===== config.mk =====
export PLATFORM = sky130hd
export DESIGN_NAME = cis_timing_adapter
export DESIGN_NICKNAME = d
export VERILOG_FILES = /design/src/rtl/cis_pkg.sv /design/src/rtl/cis_edge_sampler.sv /design/src/rtl/cis_si_stretch.sv /design/src/rtl/cis_black_window.sv /design/src/rtl/cis_timing_adapter.sv
export SDC_FILE = /design/constraint.sdc
export NUM_CORES = 1
export LEC_CHECK = 0
export BUFFER_PORTS_ARGS = -buffer_cell sky130_fd_sc_hd__buf_2
export CORE_UTILIZATION = 58
export CTS_CLUSTER_DIAMETER = 60
export DETAILED_ROUTE_END_ITERATION = 8
export PLACE_DENSITY = 0.81
export SLEW_MARGIN = 10
export SYNTH_ARGS = -nofsm -noshare
export SYNTH_HDL_FRONTEND = slang
export SYNTH_SLANG_ARGS = --single-unit
export TNS_END_PERCENT = 10

===== constraint.sdc =====
create_clock -name clk -period 2.4 [get_ports clk]
set_clock_uncertainty 0.1 [all_clocks]
set_input_delay 0.12 -clock clk [delete_from_list [all_inputs] [get_ports clk]]
set_output_delay 0.12 -clock clk [all_outputs]
set_load 0.02 [all_outputs]

===== src/rtl/cis_pkg.sv =====
package cis_pkg;
  localparam int unsigned LEN_W = 5;

  typedef struct packed {
    logic level;
    logic rise;
    logic fall;
  } strobe_t;
endpackage


===== src/rtl/cis_edge_sampler.sv =====
module cis_edge_sampler
  import cis_pkg::*;
(
  input  logic    clk,
  input  logic    rst,
  input  logic    rs_raw,
  input  logic    xfer_raw,
  output strobe_t rs_ev,
  output logic    xfer_lvl
);
  logic rs_now_q;
  logic rs_old_q;
  logic xfer_q;

  always_ff @(posedge clk) begin
    if (rst) begin
      rs_now_q <= 1'b0;
      rs_old_q <= 1'b0;
      xfer_q   <= 1'b0;
    end else begin
      rs_now_q <= rs_raw;
      rs_old_q <= rs_now_q;
      xfer_q   <= xfer_raw;
    end
  end

  always_comb begin
    rs_ev.level = rs_now_q;
    rs_ev.rise  = rs_now_q & ~rs_old_q;
    rs_ev.fall  = ~rs_now_q & rs_old_q;
  end

  assign xfer_lvl = xfer_q;
endmodule


===== src/rtl/cis_si_stretch.sv =====
module cis_si_stretch
  import cis_pkg::*;
(
  input  logic    clk,
  input  logic    rst,
  input  logic    xfer_lvl,
  input  strobe_t rs_ev,
  output logic    si_q
);
  logic pulse_seen_q;

  always_ff @(posedge clk) begin
    if (rst) begin
      si_q         <= 1'b0;
      pulse_seen_q <= 1'b0;
    end else if (xfer_lvl) begin
      si_q         <= 1'b1;
      pulse_seen_q <= 1'b0;
    end else if (si_q && pulse_seen_q && rs_ev.fall) begin
      si_q         <= 1'b0;
      pulse_seen_q <= 1'b0;
    end else if (si_q && rs_ev.rise) begin
      pulse_seen_q <= 1'b1;
    end
  end

  assert_xfer_sets_si_R4: assert property (@(posedge clk) disable iff (rst)
    xfer_lvl |=> si_q);

  assert_si_holds_R4: assert property (@(posedge clk) disable iff (rst)
    (si_q && !xfer_lvl && !rs_ev.fall) |=> si_q);
endmodule


===== src/rtl/cis_black_window.sv =====
module cis_black_window
  import cis_pkg::*;
#(
  parameter int unsigned CNT_W = LEN_W
)(
  input  logic             clk,
  input  logic             rst,
  input  logic             xfer_lvl,
  input  strobe_t          rs_ev,
  input  logic             ins_en,
  input  logic [CNT_W-1:0] ins_len,
  output logic             win_q,
  output logic             win_nxt
);
  logic             armed_q, armed_nxt;
  logic [CNT_W-1:0] cnt_q, cnt_nxt;
  logic [CNT_W-1:0] lim_q, lim_nxt;
  logic             len_ok;

  assign len_ok = ins_en && (ins_len != '0);

  always_comb begin
    armed_nxt = armed_q;
    win_nxt   = win_q;
    cnt_nxt   = cnt_q;
    lim_nxt   = lim_q;
    if (xfer_lvl) begin
      armed_nxt = 1'b1;
      win_nxt   = 1'b0;
      cnt_nxt   = '0;
    end else if (armed_q && rs_ev.rise) begin
      armed_nxt = 1'b0;
      if (len_ok) begin
        win_nxt = 1'b1;
        cnt_nxt = {{(CNT_W-1){1'b0}}, 1'b1};
        lim_nxt = ins_len;
      end
    end else if (win_q) begin
      if (rs_ev.rise) begin
        cnt_nxt = cnt_q + 1'b1;
      end else if (rs_ev.fall && (cnt_q == lim_q)) begin
        win_nxt = 1'b0;
        cnt_nxt = '0;
      end
    end
  end

  always_ff @(posedge clk) begin
    if (rst) begin
      armed_q <= 1'b0;
      win_q   <= 1'b0;
      cnt_q   <= '0;
      lim_q   <= '0;
    end else begin
      armed_q <= armed_nxt;
      win_q   <= win_nxt;
      cnt_q   <= cnt_nxt;
      lim_q   <= lim_nxt;
    end
  end

  assert_count_in_range_R3: assert property (@(posedge clk) disable iff (rst)
    win_q |-> (cnt_q >= 1 && cnt_q <= lim_q));

  assert_disabled_no_window_R5: assert property (@(posedge clk) disable iff (rst)
    (armed_q && rs_ev.rise && !xfer_lvl && !len_ok) |=> !win_q);

  assert_xfer_rearms_R7: assert property (@(posedge clk) disable iff (rst)
    xfer_lvl |=> (!win_q && armed_q));

  assert_length_held_R8: assert property (@(posedge clk) disable iff (rst)
    (win_q && win_nxt && !xfer_lvl) |=> $stable(lim_q));
endmodule


===== src/rtl/cis_timing_adapter.sv =====
module cis_timing_adapter
  import cis_pkg::*;
#(
  parameter int unsigned CNT_W = LEN_W
)(
  input  logic             clk,
  input  logic             rst,
  input  logic             rs_strobe,
  input  logic             xfer_pulse,
  input  logic [CNT_W-1:0] black_len,
  input  logic             black_en,
  output logic             sensor_clk,
  output logic             shift_in,
  output logic             black_flag
);
  strobe_t rs_ev;
  logic    xfer_lvl;
  logic    win_q, win_nxt;
  logic    si_q;
  logic    sclk_q;

  cis_edge_sampler u_sampler (
    .clk      (clk),
    .rst      (rst),
    .rs_raw   (rs_strobe),
    .xfer_raw (xfer_pulse),
    .rs_ev    (rs_ev),
    .xfer_lvl (xfer_lvl)
  );

  cis_si_stretch u_stretch (
    .clk      (clk),
    .rst      (rst),
    .xfer_lvl (xfer_lvl),
    .rs_ev    (rs_ev),
    .si_q     (si_q)
  );

  cis_black_window #(.CNT_W(CNT_W)) u_window (
    .clk      (clk),
    .rst      (rst),
    .xfer_lvl (xfer_lvl),
    .rs_ev    (rs_ev),
    .ins_en   (black_en),
    .ins_len  (black_len),
    .win_q    (win_q),
    .win_nxt  (win_nxt)
  );

  always_ff @(posedge clk) begin
    if (rst) sclk_q <= 1'b0;
    else     sclk_q <= rs_ev.level | win_nxt;
  end

  assign sensor_clk = sclk_q;
  assign shift_in   = si_q;
  assign black_flag = win_q;

  assert_flag_implies_clk_R6: assert property (@(posedge clk) disable iff (rst)
    black_flag |-> sensor_clk);

  assert_reset_clears_R1: assert property (@(posedge clk)
    rst |=> (!sensor_clk && !shift_in && !black_flag));
endmodule


==> flow_metrics.py, run 1 <==
metrics = {
    "status": {
        "status": "finished, final reports clean",
    },
    "global_routing": {
        "grt_max_degree": 17,
        "grt_pass1_wl_um": 3080,
        "track_usage": 0.281,
        "grt_pass1_vias": 683,
        "grt_overflow": 0,
        "antenna_found_initial": 0,
    },
    "synthesis": {
        "syn_nets": 111,
        "syn_avg_cell_area_um2": 8.88,
        "ys_ff_latch": 18,
        "synth_cell_types": 32,
        "netlist_instances": 100,
        "syn_area_um2": 888,
        "ys_seq_area_frac": 0.406,
        "yosysWarnings": 0,
    },
    "setup_path": {
        "crit_chain": "dlygate4sd3_1 > buf_2 > nor4_4 > a21o_4 > a22oi_1 > a2111oi_1",
        "cp_max_fo": 10,
        "cp-start-kind": "primary input",
        "slowest_delay_ns": 0.54,
        "rrSetupSlack_ns": 0.67,
        "worstPathArrival_ns": 1.89,
        "cp.required_ns": 2.48,
        "critPathTopFamily": "compound AO/OA/AOI/OAI gates",
        "path_buf_inv": 2,
        "r2r-start": "u_window.cnt_q[0]",
        "slowest_stage": "dlygate4sd3_1",
        "worst_r2r_path_depth": 4,
        "endpoint_kind": "flop",
        "timing.rr.end": "u_window.cnt_q[0]",
        "worstSetupPathType": "primary input to flop",
    },
    "detailed_routing": {
        "routed_via_density": 6.14,
        "routedWlPerCell_um": 14.9,
        "wl_met3_um": 115,
        "top_layer_used": "met4",
        "wl_met2_um": 970,
        "drt_wl_total_um": 2010,
        "drcViolationCount": 0,
        "drt-met1-wl_um": 894,
        "num_vias": 829,
        "antenna_left": 0,
        "first_iter_violations": 24,
        "drtPass1Iterations": 4,
    },
    "die": {
        "die_w_um": 41.1,
        "rows": 13,
        "ios": 13,
        "initial_core_util": 0.650,
        "core_mm2": 0.00137,
        "dieArea_mm2": 0.00169,
        "die_h_um": 41.1,
    },
    "sta": {
        "hold_viol_final": 0,
        "min_period_over_period": 0.752,
        "finalCriticalPeriod_ns": 1.80,
        "maxSlewViolCount": 0,
        "worst_pin_slew_ns": 0.687,
        "whs_ns": 0.00841,
        "setup_viol_count_final": 0,
        "slew_headroom": 0.537,
        "setup_tns_ns": 0,
        "fmax_mhz": 554,
        "rsz0062_at_grt": "false",
        "setup_slack_ns": 0.596,
    },
    "cts": {
        "clock_sinks": 18,
        "clk_pin_slew_ns": 0.10,
        "cts_htree_levels": 1,
        "clk_latency_ns": 0.29,
        "clock_path_buffers": 2,
        "cts_root_buf": "clkbuf_4",
        "cts_made_buffers": 3,
        "cts_resized": 0,
        "cts_tree": "yes",
    },
    "power_and_ir_drop": {
        "power_density_mw_per_mm2": 531,
        "peakVddDrop_v": 0.000419,
        "leakagePower_nw": 0.384,
    },
    "layout": {
        "drive_gt1_frac": 0.192,
        "finalNetCount": 132,
        "synthToLayoutAreaGrowth_pct": 18.9,
        "reg_top3": "u_window.cnt_q (5), u_window.lim_q (5)",
        "n_antenna_cell": 0,
        "fillCellCount": 95,
        "finalNonFillerCells": 135,
    },
    "placed_design": {
        "place_inst": 125,
        "portBuffers": 12,
        "preCtsSetupSlack_ns": 0.711,
        "dpl.hpwl_um": 1280,
        "gp_congestion": 0.753,
    },
    "hold_path": {
        "hold_path_startpoint": "black_len[1]",
        "min_path_cells": 3,
        "hold_path.class": "primary input to flop",
        "hold_path_end": "u_window.lim_q[1]",
    },
    "flow_run": {
        "drv_cap": 0,
    },
}
==> how the worst max path moves through the flow <==
stage	startpoint	to	slack [ns]	cells after the start
after floorplan	u_window.cnt_q[0]	u_window.cnt_q[4]	0.85	5
after global placement	u_window.cnt_q[0]	u_window.cnt_q[4]	0.76	4
after detailed placement	u_window.cnt_q[0]	u_window.cnt_q[4]	0.71	5
after CTS	black_len[0]	u_window.cnt_q[3]	0.65	6
after global routing	black_len[0]	u_window.cnt_q[2]	0.49	6
final	black_len[0]	u_window.cnt_q[3]	0.60	6
==> timing repair <==
item | CTS | global route
setup buffers | 0 | 0
hold buffers | 6 | 0
endpoints found under the hold margin | 6 | 0
==> synth_stat cells (all sizes together) <==
cell type,instances,share of area
dfxtp,18,0.41
nand2,11,0.046
a21oi,10,0.056
o21ai,10,0.056
nor2b,7,0.049
nor2,5,0.024
xnor2,5,0.049
a2111oi,4,0.051
a22oi,3,0.025
inv,3,0.013
nand3,3,0.017
a21boi,2,0.017
clkbuf,2,0.0085
mux2,2,0.025
a211oi,1,0.0085
a21o,1,0.017
a31oi,1,0.0070
a32oi,1,0.0099
and2,1,0.0085
ha,1,0.014
mux2i,1,0.011
nand2b,1,0.0070
nand4,1,0.0070
nand4b,1,0.0099
nor3,1,0.0056
nor4,1,0.024
o211ai,1,0.0085
o21bai,1,0.0085
o311ai,1,0.0099
==> metrics by stage <==
| stage | instance area (um^2) | utilization | total power, mW |
|---|---|---|---|
| 4_1_cts | 1060 | 0.773 | 0.562 |
| 2_1_floorplan | 888 | - | 0.351 |
| 5_1_grt | 1060 | 0.773 | 0.577 |
| 3_5_place_dp | 960 | 0.702 | 0.372 |
| 3_3_place_gp | 960 | 0.702 | 0.371 |
| 6_report | 1060 | 0.773 | 0.560 |
==> layout by cell type (no fill, tap or decap) <==
cell,n
nand4_1,1
o311ai_0,1
a32oi_1,1
nor2_1,4
o211ai_1,1
o21ai_1,1
a2111oi_2,1
dlygate4sd3_1,6
nor2b_1,7
mux2i_1,1
nor2_2,1
clkbuf_4,3
xnor2_1,5
a211oi_1,1
ha_1,1
o21bai_1,1
dfxtp_1,18
a21oi_1,10
nor4_4,1
a31oi_1,1
inv_1,3
nand2_1,11
buf_2,12
mux2_2,2
nand2b_1,1
o21ai_0,9
nor3_1,1
a21boi_0,2
clkbuf_8,1
a22oi_1,3
nand4b_1,1
nand3_1,3
a2111oi_1,3
and2_2,1
a21o_4,1
==> worst register-to-register path, stage by stage (launching register included) <==
cell and delay (ns):
dfxtp_1 0.46, xnor2_1 0.15, nand4_1 0.12, o21ai_0 0.58, o211ai_1 0.19
==> final cells by class <==
| cell class | count | area (um^2) | share of cell area |
|---|---|---|---|
| Sequential cell | 18 | 360 | 0.341 |
| Multi-Input combinational cell | 77 | 509 | 0.482 |
| Timing Repair Buffer | 18 | 120 | 0.114 |
| Inverter | 3 | 11.3 | 0.0107 |
| Tap cell | 15 | 18.8 | 0.0178 |
| Clock buffer | 4 | 36.3 | 0.0344 |
==> power by group <==
| part | switching, mW | leakage, nW | internal (mW) |
|---|---|---|---|
| Sequential | 0.0104 | 0.146 | 0.306 |
| Combinational | 0.0326 | 0.216 | 0.0259 |
| Clock | 0.0927 | 0.0210 | 0.0924 |
| Total | 0.136 | 0.384 | 0.425 |
==> logic make-up (layout without fill, tap and decap cells) <==
group,count (synthesis),count (layout),share of synthesized area
flip-flops,18,18,0.406
AO/OA/AOI/OAI,36,36,0.275
multiplexers,3,3,0.0366
AND/OR/NAND/NOR,32,32,0.199
buffers and inverters,5,25,0.0211
XOR/XNOR,5,5,0.0493
adder cells (fa/ha/maj),1,1,0.0141
==> per-layer routing <==
metal  global-route usage  up-vias
li1                     -      404
met1                0.351      381
met2                0.465       39
met3               0.0598        5
met4                0.113        0
met5                    0        -
(Power assumes the default switching activity.)
==> inputs of run 2 (changes only) <==
Settings changed: CORE_UTILIZATION 58 to 48, PLACE_DENSITY 0.81 to 0.72.
Clock period 2.4 ns to 1.59 ns, I/O delays scaled along.
==> flow_metrics.py, run 2 (synthesis gave the netlist of run 1 again) <==
metrics = {
    "status": {
        "status": "finished, final reports clean",
    },
    "sta": {
        "finalCriticalPeriod_ns": 1.55,
        "whs_ns": 0.110,
        "worst_pin_slew_ns": 0.731,
        "maxSlewViolCount": 0,
        "slew_headroom": 0.512,
        "fmax_mhz": 646,
        "setup_slack_ns": 0.0414,
        "min_period_over_period": 0.974,
        "hold_viol_final": 0,
        "setup_viol_count_final": 0,
        "rsz0062_at_grt": "true",
    },
    "setup_path": {
        "r2r-start": "u_sampler.rs_old_q",
        "cp.required_ns": 1.69,
        "cp_max_fo": 8,
        "endpoint_kind": "flop",
        "cp-start-kind": "primary input",
        "worstPathArrival_ns": 1.65,
        "crit_chain": "dlygate4sd3_1 > buf_2 > nor4_4 > a21o_4 > a32oi_1 > a2111oi_4",
        "path_depth": 6,
        "slowest_stage": "dlygate4sd3_1",
        "slowest_delay_ns": 0.53,
        "rrSetupSlack_ns": 0.06,
        "timing.rr.end": "u_window.cnt_q[1]",
        "worstSetupPathType": "primary input to flop",
        "path_buf_inv": 2,
        "critPathTopFamily": "buffers and inverters",
        "worst_r2r_path_depth": 5,
    },
    "placed_design": {
        "preCtsSetupSlack_ns": 0.0596,
        "dpl.hpwl_um": 1330,
        "portBuffers": 12,
        "gp_congestion": 0.856,
    },
    "power_and_ir_drop": {
        "power_density_mw_per_mm2": 702,
        "peakVddDrop_v": 0.000595,
        "leakagePower_nw": 0.434,
        "total_power_mw": 0.869,
    },
    "detailed_routing": {
        "drt_wl_total_um": 2030,
        "antenna_left": 0,
        "drcViolationCount": 0,
        "routedWlPerCell_um": 13.2,
        "routed_via_density": 5.47,
        "first_iter_violations": 14,
        "num_vias": 842,
        "drtPass1Iterations": 4,
    },
    "layout": {
        "n_antenna_cell": 0,
        "final_common_cell": "dfxtp_1",
        "reg_top3": "u_window.cnt_q (5), u_window.lim_q (5)",
        "most-common-layout-cells": "dfxtp_1, buf_2, nand2_1",
        "synthToLayoutAreaGrowth_pct": 39.3,
        "finalNetCount": 141,
        "drive_gt1_frac": 0.310,
        "fillCellCount": 155,
    },
    "global_routing": {
        "use_met3": 0.0240,
        "gr-max-usage-layer": "met2",
        "antenna_found_initial": 0,
        "grt_pass1_wl_um": 3100,
        "grt_pass1_vias": 755,
        "track_usage": 0.210,
        "grt_overflow": 0,
        "met1_usage": 0.251,
        "met2_usage": 0.368,
        "grt_max_degree": 17,
    },
    "die": {
        "ios": 13,
        "die_h_um": 45.0,
        "core_mm2": 0.00173,
        "dieArea_mm2": 0.00203,
        "rows": 15,
        "initial_core_util": 0.514,
        "die_w_um": 45.0,
    },
    "cts": {
        "clk_latency_ns": 0.29,
        "cts_htree_levels": 1,
        "clk_pin_slew_ns": 0.10,
        "cts_made_buffers": 3,
        "cts_tree": "yes",
        "clock_sinks": 18,
        "cts_root_buf": "clkbuf_4",
        "clock_path_buffers": 2,
    },
    "hold_path": {
        "hold_path_startpoint": "rst",
        "min_path_cells": 2,
        "hold_path_end": "u_window.armed_q",
        "hold_path.class": "primary input to flop",
    },
    "flow_run": {
        "drv_cap": 0,
    },
}
run 2: routing by layer:
layer,routed length [um],vias to the layer above
met3,41,2
met2,992,16
met1,979,400
met4,12,0
met5,0,-
li1,-,424
run 2: what timing repair did:
| action | in CTS | in global routing |
|---|---|---|
| endpoints found under the setup margin | 0 | 4 |
| resized for setup | 0 | 19 |
| setup buffers | 0 | 1 |
| hold buffers | 7 | 0 |
| hold endpoints to repair | 7 | 0 |
run 2: layout make-up:
class	count	area, um^2	share of cell area
clock buffers	4	36.3	0.0293
inverters	3	11.3	0.00910
multi-input cells	77	608	0.491
flip-flops and latches	18	360	0.291
well taps	25	31.3	0.0253
repair buffers	27	190	0.154
run 2: worst max path at each step:
stage                           start  slack (ns)                end
global placement    u_window.cnt_q[0]        0.08  u_window.cnt_q[4]
floorplan           u_window.cnt_q[0]        0.04  u_window.cnt_q[4]
finish                   black_len[2]        0.04  u_window.cnt_q[1]
detailed placement  u_window.cnt_q[0]        0.06  u_window.cnt_q[4]
CTS                      black_len[2]        0.02  u_window.cnt_q[2]
global route        u_window.cnt_q[0]       -0.03  u_window.cnt_q[3]
run 2: per-stage QoR:
step,area (um^2),utilization,TNS (ns),instances
final,1240,0.717,0,154
after global routing,1240,0.717,-0.102,154
after CTS,1130,0.655,0,153
after detailed placement,1020,0.593,0,142
after global placement,1020,0.593,0,142
after floorplan,888,-,0,100
run 2: power by group:
group / leakage [nW] / switching (mW) / internal, mW
clock network: 0.0210 / 0.136 / 0.139
registers: 0.146 / 0.0161 / 0.462
logic: 0.266 / 0.0641 / 0.0515
total: 0.434 / 0.216 / 0.653
==> inputs of run 3 (changes only) <==
Settings changed: CTS_CLUSTER_DIAMETER 60 to 40, REMOVE_ABC_BUFFERS from default to 1.
==> flow_metrics.py, run 3 (synthesis gave the netlist of run 1 again) <==
metrics = {
    "sta": {
        "setup_viol_count_final": 0,
        "fmax_mhz": 649,
        "slew_headroom": 0.741,
        "maxSlewViolCount": 0,
        "worst_pin_slew_ns": 0.389,
        "hold_viol_final": 0,
        "setup_tns_ns": 0,
        "rsz0062_at_grt": "true",
        "min_period_over_period": 0.969,
        "finalCriticalPeriod_ns": 1.54,
        "whs_ns": 0.0333,
    },
    "power_and_ir_drop": {
        "power_frac_comb": 0.125,
        "switchingPower_mw": 0.219,
        "power_density_mw_per_mm2": 755,
        "peakVddDrop_v": 0.000524,
        "internal_power_mw": 0.655,
        "power_frac_seq": 0.544,
        "clkPwrFrac": 0.331,
        "leakagePower_nw": 0.437,
        "p_sw_frac": 0.250,
    },
    "layout": {
        "finalNetCount": 142,
        "final_common_cell": "dfxtp_1",
        "most-common-layout-cells": "dfxtp_1, buf_2, nand2_1",
        "reg_top3": "u_window.cnt_q (5), u_window.lim_q (5)",
        "n_antenna_cell": 0,
        "synthToLayoutAreaGrowth_pct": 30.1,
        "fillCellCount": 156,
        "drive_gt1_frac": 0.269,
        "finish.utilization": 0.670,
    },
    "detailed_routing": {
        "drt_wl_total_um": 2060,
        "drcViolationCount": 0,
        "routedWlPerCell_um": 13.3,
        "num_vias": 874,
        "antenna_left": 0,
        "routed_via_density": 5.64,
        "drtPass1Iterations": 4,
        "first_iter_violations": 18,
    },
    "global_routing": {
        "grt_pass1_wl_um": 3350,
        "track_usage": 0.232,
        "grt_max_degree": 17,
        "antenna_found_initial": 0,
        "grt_pass1_vias": 754,
        "grt_overflow": 0,
    },
    "setup_path": {
        "worstSetupPathType": "flop to flop",
        "cp_max_fo": 10,
        "path_buf_inv": 1,
        "slowest_delay_ns": 0.41,
        "slowest_stage": "a2111oi_1",
        "endpoint_kind": "flop",
        "crit_chain": "buf_4 > nand4b_1 > a21o_4 > a22oi_1 > a2111oi_1",
        "cp.required_ns": 1.68,
        "critPathTopFamily": "compound AO/OA/AOI/OAI gates",
        "worstPathArrival_ns": 1.63,
        "cp-start-kind": "flop",
    },
    "placed_design": {
        "portBuffers": 12,
        "gp_congestion": 0.808,
        "dpl.hpwl_um": 1400,
    },
    "die": {
        "core_mm2": 0.00173,
        "dieArea_mm2": 0.00203,
        "ios": 13,
        "initial_core_util": 0.514,
        "rows": 15,
        "die_w_um": 45.0,
        "die_h_um": 45.0,
    },
    "cts": {
        "cts_htree_levels": 1,
        "cts_made_buffers": 3,
        "clock_path_buffers": 2,
        "clk_pin_slew_ns": 0.10,
        "clk_latency_ns": 0.30,
        "clock_sinks": 18,
        "cts_tree": "yes",
        "cts_root_buf": "clkbuf_4",
    },
    "flow_run": {
        "drv_cap": 0,
    },
    "hold_path": {
        "hold_path.class": "primary input to flop",
    },
    "status": {
        "status": "finished, final reports clean",
    },
}
run 3: area by class of cell:
type / instances / area (um^2) / share of cell area
Timing Repair Buffer: 28 / 198 / 0.171
Sequential cell: 18 / 362 / 0.313
Clock buffer: 4 / 36.3 / 0.0314
Inverter: 3 / 11.3 / 0.00974
Multi-Input combinational cell: 77 / 518 / 0.448
Tap cell: 25 / 31.3 / 0.0271
run 3: worst register-to-register path: cells and delay by family (launching register included):
kind | cells | cell delay (ns)
buf+inv | 1 | 0.14
compound gates | 3 | 0.69
flops | 1 | 0.34
simple gates | 1 | 0.16
run 3: path summary, 6_finish.rpt:
check                     start                 to  slack, ns  cells after the start
min                         rst     u_stretch.si_q       0.03                      2
max reg2reg  u_sampler.rs_now_q  u_window.cnt_q[2]       0.05                      5
min reg2reg   u_window.lim_q[2]  u_window.lim_q[2]       0.40                      2
max          u_sampler.rs_now_q  u_window.cnt_q[2]       0.05                      5
run 3: power groups by stage:
stage          clock, mW  combinational (mW)  sequential [mW]
3_5_place_dp           0              0.0925            0.484
3_3_place_gp           0              0.0904            0.483
4_1_cts            0.293               0.105            0.474
5_1_grt            0.308               0.118            0.476
6_report           0.289               0.109            0.475
2_1_floorplan          0              0.0381            0.488
run 3: per-layer routing:
metal / track usage / up-vias / wire [um]
li1: - / 428 / -
met1: 0.300 / 410 / 921
met2: 0.377 / 32 / 1020
met3: 0.0360 / 4 / 95
met4: 0.109 / 0 / 27
met5: 0 / - / 0
run 3: per-stage QoR:
stage	instances	area, um^2	total power [mW]	setup slack, ns
final	155	1160	0.873	0.0493
after detailed placement	144	1040	0.577	0.0320
after global placement	144	1040	0.574	0.0937
after CTS	155	1150	0.873	0.0306
after global routing	155	1160	0.902	-0.0464
after floorplan	98	881	0.526	0.0427
run 3: what timing repair did:
action / 4_1_cts / 5_1_grt
endpoints found under the setup margin: 1 / 4
pin swaps: 0 / 1
hold endpoints to repair: 7 / 0
resized for setup: 1 / 2
hold buffers: 7 / 0
setup buffers: 0 / 0
